[config.mk]
export PLATFORM = sky130hd
export DESIGN_NAME = slice_stream_sequencer
export DESIGN_NICKNAME = d
export VERILOG_FILES = /design/src/rtl/seq_pkg.sv /design/src/rtl/seq_rst_sync.sv /design/src/rtl/seq_byte_fifo.sv /design/src/rtl/seq_src_mux.sv /design/src/rtl/seq_ctrl.sv /design/src/rtl/slice_stream_sequencer.sv
export SDC_FILE = /design/constraint.sdc
export NUM_CORES = 1
export LEC_CHECK = 0
export ABC_AREA = 1
export BUFFER_PORTS_ARGS = -buffer_cell sky130_fd_sc_hd__clkbuf_2
export CAP_MARGIN = 20
export CORE_MARGIN = 2
export CORE_UTILIZATION = 55
export DETAILED_ROUTE_END_ITERATION = 6
export HOLD_SLACK_MARGIN = 0.08
export MAX_ROUTING_LAYER = met4
export PLACE_DENSITY_LB_ADDON = 0.12
export RECOVER_POWER = 25
export SYNTH_ARGS = -nofsm -noshare
export SYNTH_HDL_FRONTEND = slang
export SYNTH_SLANG_ARGS = --single-unit
[constraint.sdc]
create_clock -name clk -period 5.1 [get_ports clk]
set_clock_uncertainty 0.1 [all_clocks]
set_input_delay 0.765 -clock clk [delete_from_list [all_inputs] [get_ports clk]]
set_output_delay 0.765 -clock clk [all_outputs]
set_load 0.005 [all_outputs]
[src/rtl/seq_pkg.sv]
package seq_pkg;
  typedef enum logic [1:0] {
    ST_IDLE = 2'd0,
    ST_CODE = 2'd1,
    ST_BODY = 2'd2
  } seq_state_e;

  localparam int CODE_LEN = 4;

  function automatic logic [7:0] code_byte(input logic [1:0] idx);
    return (idx == 2'd3) ? 8'h01 : 8'h00;
  endfunction
endpackage

[src/rtl/seq_rst_sync.sv]
module seq_rst_sync (
  input  logic clk,
  input  logic rst_n,
  output logic rst_s_n
);
  logic [1:0] sync_q;

  always_ff @(posedge clk or negedge rst_n) begin
    if (!rst_n) sync_q <= 2'b00;
    else        sync_q <= {sync_q[0], 1'b1};
  end

  assign rst_s_n = sync_q[1];
endmodule

[src/rtl/seq_byte_fifo.sv]
module seq_byte_fifo #(
  parameter int WIDTH = 9,
  parameter int DEPTH = 16
) (
  input  logic             clk,
  input  logic             rst_n,
  input  logic             in_valid,
  input  logic [WIDTH-1:0] in_data,
  output logic             in_ready,
  output logic             out_valid,
  output logic [WIDTH-1:0] out_data,
  input  logic             out_pop
);
  localparam int AW = (DEPTH > 1) ? $clog2(DEPTH) : 1;
  localparam int CW = $clog2(DEPTH + 1);

  logic [WIDTH-1:0] mem [DEPTH];
  logic [AW-1:0]    wr_q, wr_n, rd_q, rd_n;
  logic [CW-1:0]    cnt_q, cnt_n;
  logic             push, pop, ptr_en;

  assign in_ready  = (cnt_q != CW'(DEPTH));
  assign out_valid = (cnt_q != '0);
  assign out_data  = mem[rd_q];
  assign push      = in_valid & in_ready;
  assign pop       = out_pop & out_valid;
  assign ptr_en    = push | pop;

  always_comb begin
    wr_n  = wr_q;
    rd_n  = rd_q;
    cnt_n = cnt_q;
    if (push) wr_n = (wr_q == AW'(DEPTH - 1)) ? '0 : wr_q + 1'b1;
    if (pop)  rd_n = (rd_q == AW'(DEPTH - 1)) ? '0 : rd_q + 1'b1;
    if (push && !pop)      cnt_n = cnt_q + 1'b1;
    else if (pop && !push) cnt_n = cnt_q - 1'b1;
  end

  always_ff @(posedge clk or negedge rst_n) begin
    if (!rst_n) begin
      wr_q  <= '0;
      rd_q  <= '0;
      cnt_q <= '0;
    end else if (ptr_en) begin
      wr_q  <= wr_n;
      rd_q  <= rd_n;
      cnt_q <= cnt_n;
    end
  end

  always_ff @(posedge clk) begin
    if (push) mem[wr_q] <= in_data;
  end
endmodule

[src/rtl/seq_src_mux.sv]
module seq_src_mux #(
  parameter int N_CORES = 2,
  parameter int SELW    = 2
) (
  input  logic [SELW-1:0]      sel,
  input  logic                 in_body,
  input  logic                 bs_ready,
  input  logic                 prm_valid,
  input  logic [7:0]           prm_data,
  input  logic                 prm_last,
  output logic                 prm_ready,
  input  logic [N_CORES-1:0]   fifo_valid,
  input  logic [N_CORES*8-1:0] fifo_data,
  input  logic [N_CORES-1:0]   fifo_last,
  output logic [N_CORES-1:0]   fifo_pop,
  output logic                 src_valid,
  output logic [7:0]           src_data,
  output logic                 src_last
);
  always_comb begin
    src_valid = 1'b0;
    src_data  = 8'h00;
    src_last  = 1'b0;
    if (sel == '0) begin
      src_valid = prm_valid;
      src_data  = prm_data;
      src_last  = prm_last;
    end
    for (int k = 0; k < N_CORES; k++) begin
      if (sel == SELW'(k + 1)) begin
        src_valid = fifo_valid[k];
        src_data  = fifo_data[k*8 +: 8];
        src_last  = fifo_last[k];
      end
    end
  end

  assign prm_ready = in_body & bs_ready & (sel == '0);

  for (genvar k = 0; k < N_CORES; k++) begin : g_pop
    assign fifo_pop[k] = in_body & bs_ready & fifo_valid[k] & (sel == SELW'(k + 1));
  end
endmodule

[src/rtl/seq_ctrl.sv]
module seq_ctrl
  import seq_pkg::*;
#(
  parameter int N_CORES  = 2,
  parameter int PRM_NALS = 2,
  parameter int SELW     = 2
) (
  input  logic            clk,
  input  logic            rst_n,
  input  logic            frm_valid,
  input  logic            frm_idr,
  output logic            frm_ready,
  input  logic            bs_ready,
  input  logic            src_valid,
  input  logic            src_last,
  output logic [SELW-1:0] sel,
  output logic            in_code,
  output logic            in_body,
  output logic [7:0]      code_out,
  output logic            sof_pend
);
  localparam int NW = (PRM_NALS > 1) ? $clog2(PRM_NALS) : 1;

  seq_state_e      st_q, st_n;
  logic [SELW-1:0] sel_q, sel_n;
  logic [NW-1:0]   nal_q, nal_n;
  logic [1:0]      cnt_q, cnt_n;
  logic            sof_q, sof_n;
  logic            upd;

  assign upd = (st_q == ST_IDLE) ? frm_valid : bs_ready;

  always_comb begin
    st_n  = st_q;
    sel_n = sel_q;
    nal_n = nal_q;
    cnt_n = cnt_q;
    sof_n = sof_q;
    case (st_q)
      ST_IDLE: begin
        if (frm_valid) begin
          st_n  = ST_CODE;
          sel_n = frm_idr ? '0 : SELW'(1);
          nal_n = '0;
          cnt_n = '0;
          sof_n = 1'b1;
        end
      end
      ST_CODE: begin
        sof_n = 1'b0;
        if (cnt_q == 2'(CODE_LEN - 1)) begin
          st_n  = ST_BODY;
          cnt_n = '0;
        end else begin
          cnt_n = cnt_q + 1'b1;
        end
      end
      ST_BODY: begin
        if (src_valid && src_last) begin
          if (sel_q == '0) begin
            st_n = ST_CODE;
            if (nal_q == NW'(PRM_NALS - 1)) sel_n = SELW'(1);
            else                            nal_n = nal_q + 1'b1;
          end else if (sel_q == SELW'(N_CORES)) begin
            st_n = ST_IDLE;
          end else begin
            st_n  = ST_CODE;
            sel_n = sel_q + 1'b1;
          end
        end
      end
      default: st_n = ST_IDLE;
    endcase
  end

  always_ff @(posedge clk or negedge rst_n) begin
    if (!rst_n) begin
      st_q  <= ST_IDLE;
      sel_q <= '0;
      nal_q <= '0;
      cnt_q <= '0;
      sof_q <= 1'b0;
    end else if (upd) begin
      st_q  <= st_n;
      sel_q <= sel_n;
      nal_q <= nal_n;
      cnt_q <= cnt_n;
      sof_q <= sof_n;
    end
  end

  assign frm_ready = (st_q == ST_IDLE);
  assign in_code   = (st_q == ST_CODE);
  assign in_body   = (st_q == ST_BODY);
  assign sel       = sel_q;
  assign code_out  = code_byte(cnt_q);
  assign sof_pend  = sof_q;
endmodule

[src/rtl/slice_stream_sequencer.sv]
module slice_stream_sequencer #(
  parameter int N_CORES    = 2,
  parameter int FIFO_DEPTH = 16,
  parameter int PRM_NALS   = 2,
  parameter int PIC_W      = 352,
  parameter int PIC_H      = 288,
  parameter int MB_SIZE    = 16
) (
  input  logic                 clk,
  input  logic                 rst_n,
  input  logic                 frm_valid,
  input  logic                 frm_idr,
  output logic                 frm_ready,
  input  logic                 prm_valid,
  input  logic [7:0]           prm_data,
  input  logic                 prm_last,
  output logic                 prm_ready,
  input  logic [N_CORES-1:0]   core_valid,
  input  logic [N_CORES*8-1:0] core_data,
  input  logic [N_CORES-1:0]   core_last,
  output logic [N_CORES-1:0]   core_ready,
  output logic                 bs_valid,
  output logic [7:0]           bs_data,
  output logic                 bs_sof,
  input  logic                 bs_ready
);
  localparam int SELW      = $clog2(N_CORES + 1);
  localparam int MB_COLS   = PIC_W / MB_SIZE;
  localparam int MB_ROWS   = PIC_H / MB_SIZE;
  localparam int BAND_ROWS = MB_ROWS / N_CORES;
  localparam int BAND_MB   = BAND_ROWS * MB_COLS;

  logic                 rst_s_n;
  logic [SELW-1:0]      sel;
  logic                 in_code, in_body, sof_pend;
  logic [7:0]           code_out;
  logic                 src_valid, src_last;
  logic [7:0]           src_data;
  logic [N_CORES-1:0]   fifo_valid, fifo_last, fifo_pop;
  logic [N_CORES*8-1:0] fifo_data;

  seq_rst_sync u_rst (
    .clk     (clk),
    .rst_n   (rst_n),
    .rst_s_n (rst_s_n)
  );

  for (genvar k = 0; k < N_CORES; k++) begin : g_core
    logic [8:0] rd_word;
    seq_byte_fifo #(.WIDTH(9), .DEPTH(FIFO_DEPTH)) u_fifo (
      .clk       (clk),
      .rst_n     (rst_s_n),
      .in_valid  (core_valid[k]),
      .in_data   ({core_last[k], core_data[k*8 +: 8]}),
      .in_ready  (core_ready[k]),
      .out_valid (fifo_valid[k]),
      .out_data  (rd_word),
      .out_pop   (fifo_pop[k])
    );
    assign fifo_last[k]        = rd_word[8];
    assign fifo_data[k*8 +: 8] = rd_word[7:0];
  end

  seq_src_mux #(.N_CORES(N_CORES), .SELW(SELW)) u_mux (
    .sel        (sel),
    .in_body    (in_body),
    .bs_ready   (bs_ready),
    .prm_valid  (prm_valid),
    .prm_data   (prm_data),
    .prm_last   (prm_last),
    .prm_ready  (prm_ready),
    .fifo_valid (fifo_valid),
    .fifo_data  (fifo_data),
    .fifo_last  (fifo_last),
    .fifo_pop   (fifo_pop),
    .src_valid  (src_valid),
    .src_data   (src_data),
    .src_last   (src_last)
  );

  seq_ctrl #(.N_CORES(N_CORES), .PRM_NALS(PRM_NALS), .SELW(SELW)) u_ctrl (
    .clk       (clk),
    .rst_n     (rst_s_n),
    .frm_valid (frm_valid),
    .frm_idr   (frm_idr),
    .frm_ready (frm_ready),
    .bs_ready  (bs_ready),
    .src_valid (src_valid),
    .src_last  (src_last),
    .sel       (sel),
    .in_code   (in_code),
    .in_body   (in_body),
    .code_out  (code_out),
    .sof_pend  (sof_pend)
  );

  assign bs_valid = in_code | (in_body & src_valid);
  assign bs_data  = in_code ? code_out : src_data;
  assign bs_sof   = sof_pend & bs_valid;
endmodule

=== Word level (Yosys, flattened, before mapping) ===
Memory sizes are Yosys's and may differ from the RTL's.
Index checks and enable logic that the tools add are counted.

* Register bits: 36
* RAM bits: 288
* Input port bits: 35
* Logic and storage cells: 131
* Memories: 2

* $add $sub $neg: 11
* Eq/ne operators: 17
* Mux-type cells: 47
* Bitwise operators: 15
* Reductions and logical operators: 27

{| class="wikitable"
|+ Memory list
! memory !! depth !! width !! rd ports !! clocked after Yosys merged registers in !! wr ports !! RTL line !! source
|-
| g_core[0].u_fifo.mem || 16 || 9 || 1 || 0 || 1 || seq_byte_fifo.sv:17 || <nowiki>logic [WIDTH-1:0] mem [DEPTH];</nowiki>
|-
| g_core[1].u_fifo.mem || 16 || 9 || 1 || 0 || 1 || seq_byte_fifo.sv:17 ||
|}

{| class="wikitable"
|+ Operators by type and width
! cell !! number
|-
| $mux W8 || 4
|-
| $mux W2 || 11
|-
| $mux W5 || 4
|-
| $mux W1 || 19
|-
| $add A4 B1 Y4 const B || 4
|-
| $eq A4 B4 Y1 const B || 4
|-
| $mux W4 || 4
|-
| $and A1 B1 Y1 || 12
|-
| $reduce_and A2 Y1 || 6
|-
| $add A5 B1 Y5 const B || 2
|-
| $ne A5 B5 Y1 const B || 2
|-
| $reduce_bool A5 Y1 || 2
|-
| $sub A5 B1 Y5 const B || 2
|-
| $pmux W2 S2 || 2
|-
| $reduce_bool A2 Y1 || 4
|-
| $eq A2 B2 Y1 const B || 3
|-
| $ne A2 B1 Y1 const B || 3
|-
| $ne A3 B2 Y1 const B || 2
|-
| $pmux W2 S3 || 1
|-
| $reduce_and A6 Y1 || 1
|-
| $logic_and A1 B1 Y1 || 5
|-
| $reduce_and A5 Y1 || 1
|-
| $add A2 B1 Y2 const B || 2
|-
| $eq A2 B1 Y1 const B || 2
|-
| other kinds (8) || 15
|}

=== Logic depth before layout (Yosys ltp) ===
Gate-level depths: netlist of run 1.

* Word-level depth: 9
* Depth in mapped cells: 15
* Mapped depth without buffers: 14

=== By module ===
Synthesis of run 1 repeated with hierarchy kept, for this count alone.

* Cells, all modules: 1606
* Area total of the unflattened synthesis: 15194.6 sq um

{| class="wikitable"
|+ Modules (own cells, without submodules)
! module !! instances !! cells each !! area an instance (sq um)
|-
| seq_byte_fifo at g_core[0].u_fifo || 1 || 742 || 7166.9
|-
| seq_byte_fifo at g_core[1].u_fifo || 1 || 704 || 7061.8
|-
| seq_ctrl || 1 || 78 || 556.8
|-
| seq_src_mux || 1 || 49 || 230.2
|-
| slice_stream_sequencer || 1 || 30 || 125.1
|-
| seq_rst_sync || 1 || 3 || 53.8
|}

=== Worst setup path before layout of run 1 ===
Ideal clock, no wire load.

* Kind: input-to-reg
* Start: input port bs_ready
* End: register g_core[1].u_fifo.cnt_q[4]
* Arrival time: 2.282 ns
* Data required time: 4.877 ns
* Slack: 2.595 ns
* Stages: 12
* Path buffers: 0
* Cell sequence: inv_1 > nor2_4 > nand3_2 > ha_1 > inv_1 > ha_1 > nand2_1 > nand2_1 > a21oi_1 > or2_2 > nand3_1 > xor2_1

* Longest elaborated chain between the ends: 8
* Elaborated cells between the ends (all ways): 11
* Classes of those cells: 1 x mux; 5 x bitwise; 5 x reduce/logical

{| class="wikitable"
|+ RTL lines
! element !! RTL line !! source
|-
| from (decl) || slice_stream_sequencer.sv:25 || <nowiki>input logic bs_ready</nowiki>
|-
| $and A1 B1 Y1 * (3 in a row) || seq_src_mux.sv:41 || <nowiki>assign fifo_pop[k] = in_body & bs_ready & fifo_valid[k] & (sel == SELW'(k + 1));</nowiki>
|-
| $and A1 B1 Y1 * || seq_byte_fifo.sv:26 || <nowiki>assign pop = out_pop & out_valid;</nowiki>
|-
| $logic_not A1 Y1 || seq_byte_fifo.sv:35 || <nowiki>if (push && !pop) cnt_n = cnt_q + 1'b1;</nowiki>
|-
| $logic_and A1 B1 Y1 || seq_byte_fifo.sv:35 ||
|-
| $reduce_bool A2 Y1 (no line) || - ||
|-
| $reduce_and A2 Y1 (no line) || - ||
|-
| to (signal assigned) || seq_byte_fifo.sv:47 || <nowiki>cnt_q <= cnt_n;</nowiki>
|-
| to (decl) || seq_byte_fifo.sv:19 || <nowiki>logic [CW-1:0] cnt_q, cnt_n;</nowiki>
|}

Mark *: on every way between the ends. The rest lies on a longest branch, timed or not.
A chain may end at the register's enable or synchronous reset.

=== Final worst setup path of run 1 ===
* Start: register g_core[1].u_fifo.rd_q[2]
* End: output port bs_data[2]

* Longest elaborated chain between the ends: 3

{| class="wikitable"
|+ RTL lines
! element !! RTL line !! source
|-
| from (decl) || seq_byte_fifo.sv:18 || <nowiki>logic [AW-1:0] wr_q, wr_n, rd_q, rd_n;</nowiki>
|-
| from (signal assigned) || seq_byte_fifo.sv:46 || <nowiki>rd_q <= rd_n;</nowiki>
|-
| $mem_v2 Z16 W9 || - ||
|-
| $mux W8 || seq_src_mux.sv:30 || <nowiki>if (sel == SELW'(k + 1)) begin</nowiki>
|-
| $mux W8 || slice_stream_sequencer.sv:98 || <nowiki>assign bs_data = in_code ? code_out : src_data;</nowiki>
|-
| to (decl) || slice_stream_sequencer.sv:23 || <nowiki>output logic [7:0] bs_data,</nowiki>
|}

Every way passes these cells.

==> results.sh, run 1 <==
export IMPL_hold_buffers=1
export IMPL_clk_pin_slew_ns=0.06
export IMPL_grt_overflow_total=0
export IMPL_async_flop_share_pct=11.1
export IMPL_die_h_um=163
export IMPL_diodes=0
export IMPL_crit_arrival_ns=2.82
export IMPL_numClockSinks=324
export IMPL_syn2layout_area_growth_pct=10.3
export IMPL_clockRootBuffer="clkbuf_16"
export IMPL_use_met1_pct=32.1
export IMPL_crit_path_start_kind="flip-flop"
export IMPL_track_usage_pct=24.4
export IMPL_syn_cell_area_um2=14000
export IMPL_core_area_um2=25000
export IMPL_whs_ns=0.255
export IMPL_post_place_ws_ns=1.80
export IMPL_post_cts_buffers=0
export IMPL_fp_row_count=58
export IMPL_cts_resized=0
export IMPL_powerDensity_nw_per_um2=486
export IMPL_ant_nets=0
export IMPL_maxSlewViolCount=35
export IMPL_grt_busiest_layer="met2"
export IMPL_period_needed_ns=3.69
export IMPL_worst_slew_pin_slew_ns=2.04
export IMPL_drv_cap=1
export IMPL_globalRouteMet3Util_pct=3.33
export IMPL_boundaryPins=49
export IMPL_synth_distinct_cells=40
export IMPL_relSlewSlack_pct=-35.9
export IMPL_cts_made_buffers=34
export IMPL_end_kind="output port"
export IMPL_synth_edf_count=288
export IMPL_synthFlopType="edfxtp_1"
export IMPL_setup_tns_ns=0
export IMPL_yosysTopAreaCell="edfxtp_1"
export IMPL_p_leak_nw=5.51
export IMPL_fmax_mhz=271
export IMPL_yosysMostFrequentCell="edfxtp_1"
export IMPL_switching_share_pct=31.2
export IMPL_yosysSeqAreaShare_pct=68.4
export IMPL_crit_buf_inv=2
export IMPL_power_share_combinational_pct=23.8
export IMPL_violations="max-capacitance violations, max-slew violations"
export IMPL_floorplan_initialDensity_pct=55.8
export IMPL_post_route_cell_area_um2=15400
export IMPL_p_sw_mw=2.34
export IMPL_setup_ws_ns=1.41
export IMPL_gr_usage_met2_pct=39.9
export IMPL_ys_top_cells_by_area="edfxtp_1 62%, dfrtp_1 6.5%, nor2_1 5.6%"
export IMPL_synth_top_area_share_pct=61.9
export IMPL_port_buffers=48
export IMPL_dieArea_um2=26700
export IMPL_crit_chain="inv_1, o221ai_1, o211ai_1, o21ai_0, o21ai_0, nor2_1, clkbuf_2"
export IMPL_yosys_warnings=0
export IMPL_clock_path_buffers=3
export IMPL_dpl_hpwl_um=18600
export IMPL_avgSynthCellArea_um2=11.8
export IMPL_die_w_um=163
export IMPL_rsz0062_at_grt="false"
export IMPL_antenna_found_initial=0
export IMPL_pwr_share_clk_pct=30.9
export IMPL_drt_first_pass_iters=5
export IMPL_hold_viol=0
export IMPL_dpl_instance_area_um2=14300
export IMPL_netlist_top_cells_count="288 x edfxtp_1, 210 x nor2_1, 151 x o21ai_0"
export IMPL_min_path_type="flip-flop to flip-flop"
export IMPL_fin_nets=1282
export IMPL_globalplace_congestion=0.825
export IMPL_cp_max_fo=29
export IMPL_finalCritPeriodShare_pct=72.3
export IMPL_htreeDepth=2
export IMPL_worstSetupPathType="flip-flop to output port"
export IMPL_grt_max_degree=76
export IMPL_p_int_mw=5.15
export IMPL_grt_pass1_wl_um=47900
export IMPL_first_global_vias=8549
export IMPL_cp_top_family="buffers and inverters"
export IMPL_crit_top_cell="o21ai_0"
export IMPL_syn_nets=1244
export IMPL_wirelength_um=31100
export IMPL_drt_vias_per_instance=5.76
export IMPL_clk_insertion_delay_late_ns=0.51
export IMPL_setup_viol=0
export IMPL_detailroute_via_count=9067
export IMPL_seq_power_share_pct=45.3
export IMPL_cp_slowest_cell="inv_1"
export IMPL_ys_ff_latch=324
export IMPL_irDropWorstVdd_uv=352
export IMPL_outcome="finished, violations left"
export IMPL_routedWlPerCell_um=19.7
export IMPL_drive_gt1_share_pct=9.88
export IMPL_slowest_delay_ns=0.78
export IMPL_cp_required_ns=4.24
export IMPL_drt_iter0_markers=957
export IMPL_syn_inst=1182
export IMPL_cts_tree="built"
export IMPL_drcViolationCount=0
==> worst paths after layout <==
path	cells past startpoint	to	slack, ns	start
setup / recovery	7	bs_data[2]	1.41	g_core[1].u_fifo.rd_q[2]
hold / removal	0	u_rst.sync_q[1]	0.25	u_rst.sync_q[0]
setup reg to reg	13	g_core[0].u_fifo.cnt_q[4]	2.16	g_core[0].u_fifo.cnt_q[0]
hold reg to reg	0	u_rst.sync_q[1]	0.25	u_rst.sync_q[0]
max in group asynchronous	1	g_core[0].u_fifo.rd_q[0]	2.75	u_rst.sync_q[1]
min in group asynchronous	2	u_rst.sync_q[0]	0.47	rst_n
==> cells by family (layout without fill, tap and decap cells) <==
logic type	count (synthesis)	count (layout)	share of synthesized area [%]
other	1	1	0.0269
DFF	324	324	68.4
xor gates and xnor gates	10	10	0.627
buffers and inverters	128	191	4.65
muxes	2	2	0.161
AOI/OAI and AO/OA	270	270	11.1
adders and majority gates	27	27	2.53
and+or+nand+nor	420	420	12.5
==> worst register-to-register path, delay by kind of cell (launching register included) <==
kind / cells / cell delay [ns]
AO/OA/AOI/OAI: 1 / 0.16
adder cells (fa/ha/maj): 2 / 0.53
buffers and inverters: 2 / 0.37
AND/OR/NAND/NOR: 7 / 1.06
XOR/XNOR: 1 / 0.16
flip-flops: 1 / 0.45
==> power groups by stage <==
stage | registers [mW] | logic [mW] | clock network (mW)
2_1_floorplan | 3.40 | 1.29 | 0
3_3_place_gp | 3.44 | 1.74 | 0
3_5_place_dp | 3.45 | 1.78 | 0
4_1_cts | 3.40 | 1.79 | 2.34
5_1_grt | 3.43 | 2.02 | 2.46
6_report | 3.39 | 1.78 | 2.31
==> area by class of cell <==
| type | count | area (um2) |
|---|---|---|
| inverters | 65 | 249 |
| repair buffers | 65 | 378 |
| multi-input cells | 730 | 3760 |
| clock buffers | 55 | 1010 |
| flip-flops and latches | 324 | 9550 |
| well taps | 330 | 413 |
| fillers | 1981 | 9640 |
| clock inverters | 6 | 28.8 |
==> flip-flops by register name, summed over array words and instances, names as in the netlist <==
signal,cells
g_core.u_fifo.cnt_q,10
u_rst.sync_q,2
g_core.u_fifo.mem,288
u_ctrl.sel,2
g_core.u_fifo.wr_q,8
u_ctrl.sof_pend,1
u_ctrl.nal_q,1
g_core.u_fifo.rd_q,8
u_ctrl.cnt_q,2
u_ctrl.st_q,2
==> cells in the final DEF, fill, tap and decap left out, types with 8 or more instances in the layout <==
| cell type | count |
|---|---|
| o21ai_1 | 18 |
| o221ai_1 | 22 |
| nand3_1 | 50 |
| dfrtp_1 | 34 |
| xor2_1 | 10 |
| nand2_1 | 131 |
| clkbuf_2 | 38 |
| nor2_1 | 210 |
| o211ai_1 | 26 |
| o22ai_1 | 27 |
| inv_1 | 57 |
| a21oi_1 | 22 |
| ha_1 | 25 |
| clkbuf_1 | 27 |
| clkbuf_16 | 37 |
| edfxtp_1 | 288 |
| buf_4 | 11 |
| o21ai_0 | 151 |
| nand4_1 | 8 |
==> metrics by stage <==
step	power, mW	util, %	instances
2_1_floorplan	4.69	-	1182
3_3_place_gp	5.18	57.0	1503
3_5_place_dp	5.23	57.1	1506
4_1_cts	7.53	61.3	1568
5_1_grt	7.91	61.5	1575
6_report	7.49	61.5	1575
==> per-layer routing <==
| metal | routed length (um) | part of all wire [%] | up-vias |
|---|---|---|---|
| li1 | - | - | 4298 |
| met1 | 13200 | 42 | 4404 |
| met2 | 15400 | 50 | 308 |
| met3 | 1800 | 5.8 | 57 |
| met4 | 700 | 2.3 | 0 |
| met5 | 0 | 0 | - |
(Power assumes the default switching activity.)
==> run 2: changes to the inputs <==
==> constraint.sdc (replaced) <==
create_clock -name clk -period 3.2 [get_ports clk]
set_clock_uncertainty 0.1 [all_clocks]
set_input_delay 0.48 -clock clk [delete_from_list [all_inputs] [get_ports clk]]
set_output_delay 0.48 -clock clk [all_outputs]
set_load 0.005 [all_outputs]
==> results.sh, run 2 (synthesis results as in run 1) <==
export IMPL_multi_input_area_um2=3760
export IMPL_p_leak_nw=5.70
export IMPL_die_h_um=163
export IMPL_detailroute_via_count=9200
export IMPL_drt_first_pass_iters=5
export IMPL_routedWlPerCell_um=19.3
export IMPL_drt_iter0_markers=898
export IMPL_core_area_um2=25000
export IMPL_crit_path_start_kind="flip-flop"
export IMPL_hold_end="u_ctrl.sof_pend"
export IMPL_drcViolationCount=0
export IMPL_crit_arrival_ns=2.47
export IMPL_cts_tree="built"
export IMPL_clockRootBuffer="clkbuf_16"
export IMPL_relSlewSlack_pct=22.4
export IMPL_post_route_cell_area_um2=15700
export IMPL_dpl_hpwl_um=19500
export IMPL_min_path_type="input port to flip-flop"
export IMPL_outcome="complete, no violations"
export IMPL_first_global_vias=8859
export IMPL_irDropWorstVdd_uv=550
export IMPL_finalCritPeriodShare_pct=95.4
export IMPL_worstSetupPathType="flip-flop to output port"
export IMPL_maxSlewViolCount=0
export IMPL_clk_insertion_delay_late_ns=0.50
export IMPL_top_register="g_core.u_fifo.mem"
export IMPL_post_route_util_pct=62.6
export IMPL_wirelength_um=31100
export IMPL_hold_path_cell_count=3
export IMPL_antenna_found_initial=1
export IMPL_end_kind="output port"
export IMPL_powerDensity_nw_per_um2=765
export IMPL_ant_nets=0
export IMPL_gr_usage_met2_pct=41.6
export IMPL_fp_row_count=58
export IMPL_worstHoldStart="frm_valid"
export IMPL_final_cell_mix="288 x edfxtp_1, 210 x nor2_1, 151 x o21ai_0"
export IMPL_die_w_um=163
export IMPL_worst_slew_pin_slew_ns=1.16
export IMPL_globalRouteMet3Util_pct=3.22
export IMPL_rrSetupSlack_ns=0.43
export IMPL_floorplan_initialDensity_pct=55.8
export IMPL_numClockSinks=324
export IMPL_grt_pass1_wl_um=48500
export IMPL_top_regs="g_core.u_fifo.mem (288), g_core.u_fifo.cnt_q (10)"
export IMPL_setup_viol=0
export IMPL_syn2layout_area_growth_pct=12.3
export IMPL_clk_pin_slew_ns=0.06
export IMPL_seq_area_um2=9550
export IMPL_worstReg2RegEnd="g_core[0].u_fifo.cnt_q[4]"
export IMPL_port_buffers=48
export IMPL_grt_overflow_total=0
export IMPL_drv_cap=0
export IMPL_setup_tns_ns=0
export IMPL_fin_nets=1320
export IMPL_largest_reg_flops=288
export IMPL_fillers=2015
export IMPL_cts_made_buffers=34
export IMPL_grt_max_degree=76
export IMPL_layout_commonest_cell="edfxtp_1"
export IMPL_drt_vias_per_instance=5.71
export IMPL_cp_max_fo=48
export IMPL_cp_required_ns=2.62
export IMPL_track_usage_pct=24.6
export IMPL_fmax_mhz=328
export IMPL_use_met1_pct=31.3
export IMPL_rsz0062_at_grt="false"
export IMPL_crit_path_start="g_core[0].u_fifo.rd_q[0]"
export IMPL_htreeDepth=2
export IMPL_grt_busiest_layer="met2"
export IMPL_clock_path_buffers=3
export IMPL_boundaryPins=49
export IMPL_dieArea_um2=26700
export IMPL_r2r_cells=13
export IMPL_reg2reg_from="g_core[0].u_fifo.cnt_q[3]"
export IMPL_globalplace_congestion=0.812
export IMPL_period_needed_ns=3.05
export IMPL_dpl_instance_area_um2=14600
export IMPL_drive_gt1_share_pct=12.4
export IMPL_hold_viol=0
[run 2: cell types whose count changed in the layout (fill, tap and decap cells not counted), sizes merged]
| cell | before | now |
|---|---|---|
| diode | 0 | 1 |
| bufinv | 0 | 1 |
| clkbuf | 104 | 94 |
| buf | 15 | 54 |
| clkinv | 9 | 12 |
| clkinvlp | 0 | 1 |
[run 2: repair_timing]
item | CTS | global route
endpoints found under the hold margin | 2 | 0
gates resized for setup | 0 | 6
setup buffers | 0 | 1
hold buffers | 1 | 0
endpoints found under the setup margin | 0 | 9
[run 2: critical path, stage by stage (launching register included)]
cell,delay (ns)
dfrtp_2,0.44
inv_4,0.40
buf_12,0.24
nor2_1,0.06
o211ai_1,0.21
nand3_1,0.15
nand2_1,0.14
a21oi_1,0.08
nor2_1,0.13
clkbuf_2,0.13
[run 2: power by group]
| group | leakage, nW | internal, mW | switching (mW) |
|---|---|---|---|
| Sequential | 3.02 | 5.14 | 0.247 |
| Combinational | 2.19 | 1.01 | 1.99 |
| Clock | 0.489 | 2.08 | 1.52 |
| Total | 5.70 | 8.23 | 3.76 |
[run 2: layer usage]
metal | routed length (um) | up-vias
li1 | - | 4369
met1 | 13100 | 4490
met2 | 15700 | 286
met3 | 1570 | 55
met4 | 761 | 0
met5 | 0 | -
[run 2: cell type report]
| cell class | count | area share (%) |
|---|---|---|
| sequential | 324 | 60.9 |
| tap | 330 | 2.63 |
| timing repair buffer | 103 | 4.44 |
| multi-input combinational | 730 | 24.0 |
| inverter | 65 | 1.63 |
| clock buffer | 46 | 5.85 |
| clock inverter | 11 | 0.503 |
| antenna | 1 | 0.0160 |
[run 2: per-stage QoR]
step	setup WS, ns	cells	hold WS, ns	total power [mW]
finish	0.148	1610	0.176	12.0
global route	0.00300	1610	0.205	12.6
CTS	0.0115	1607	0.163	12.1
detailed placement	0.451	1549	0.168	8.47
global placement	0.482	1548	0.166	8.39
floorplan	0.703	1182	0.0844	7.48
[run 2: worst max-delay path by stage]
stage / to / slack (ns) / cells past startpoint
3_3_place_gp: g_core[1].u_fifo.cnt_q[4] / 0.48 / 13
5_1_grt: bs_data[7] / 0.003 / 9
6_report: bs_data[7] / 0.15 / 9
4_1_cts: bs_data[5] / 0.01 / 9
3_5_place_dp: g_core[0].u_fifo.cnt_q[4] / 0.45 / 13
2_1_floorplan: g_core[0].u_fifo.cnt_q[4] / 0.70 / 13
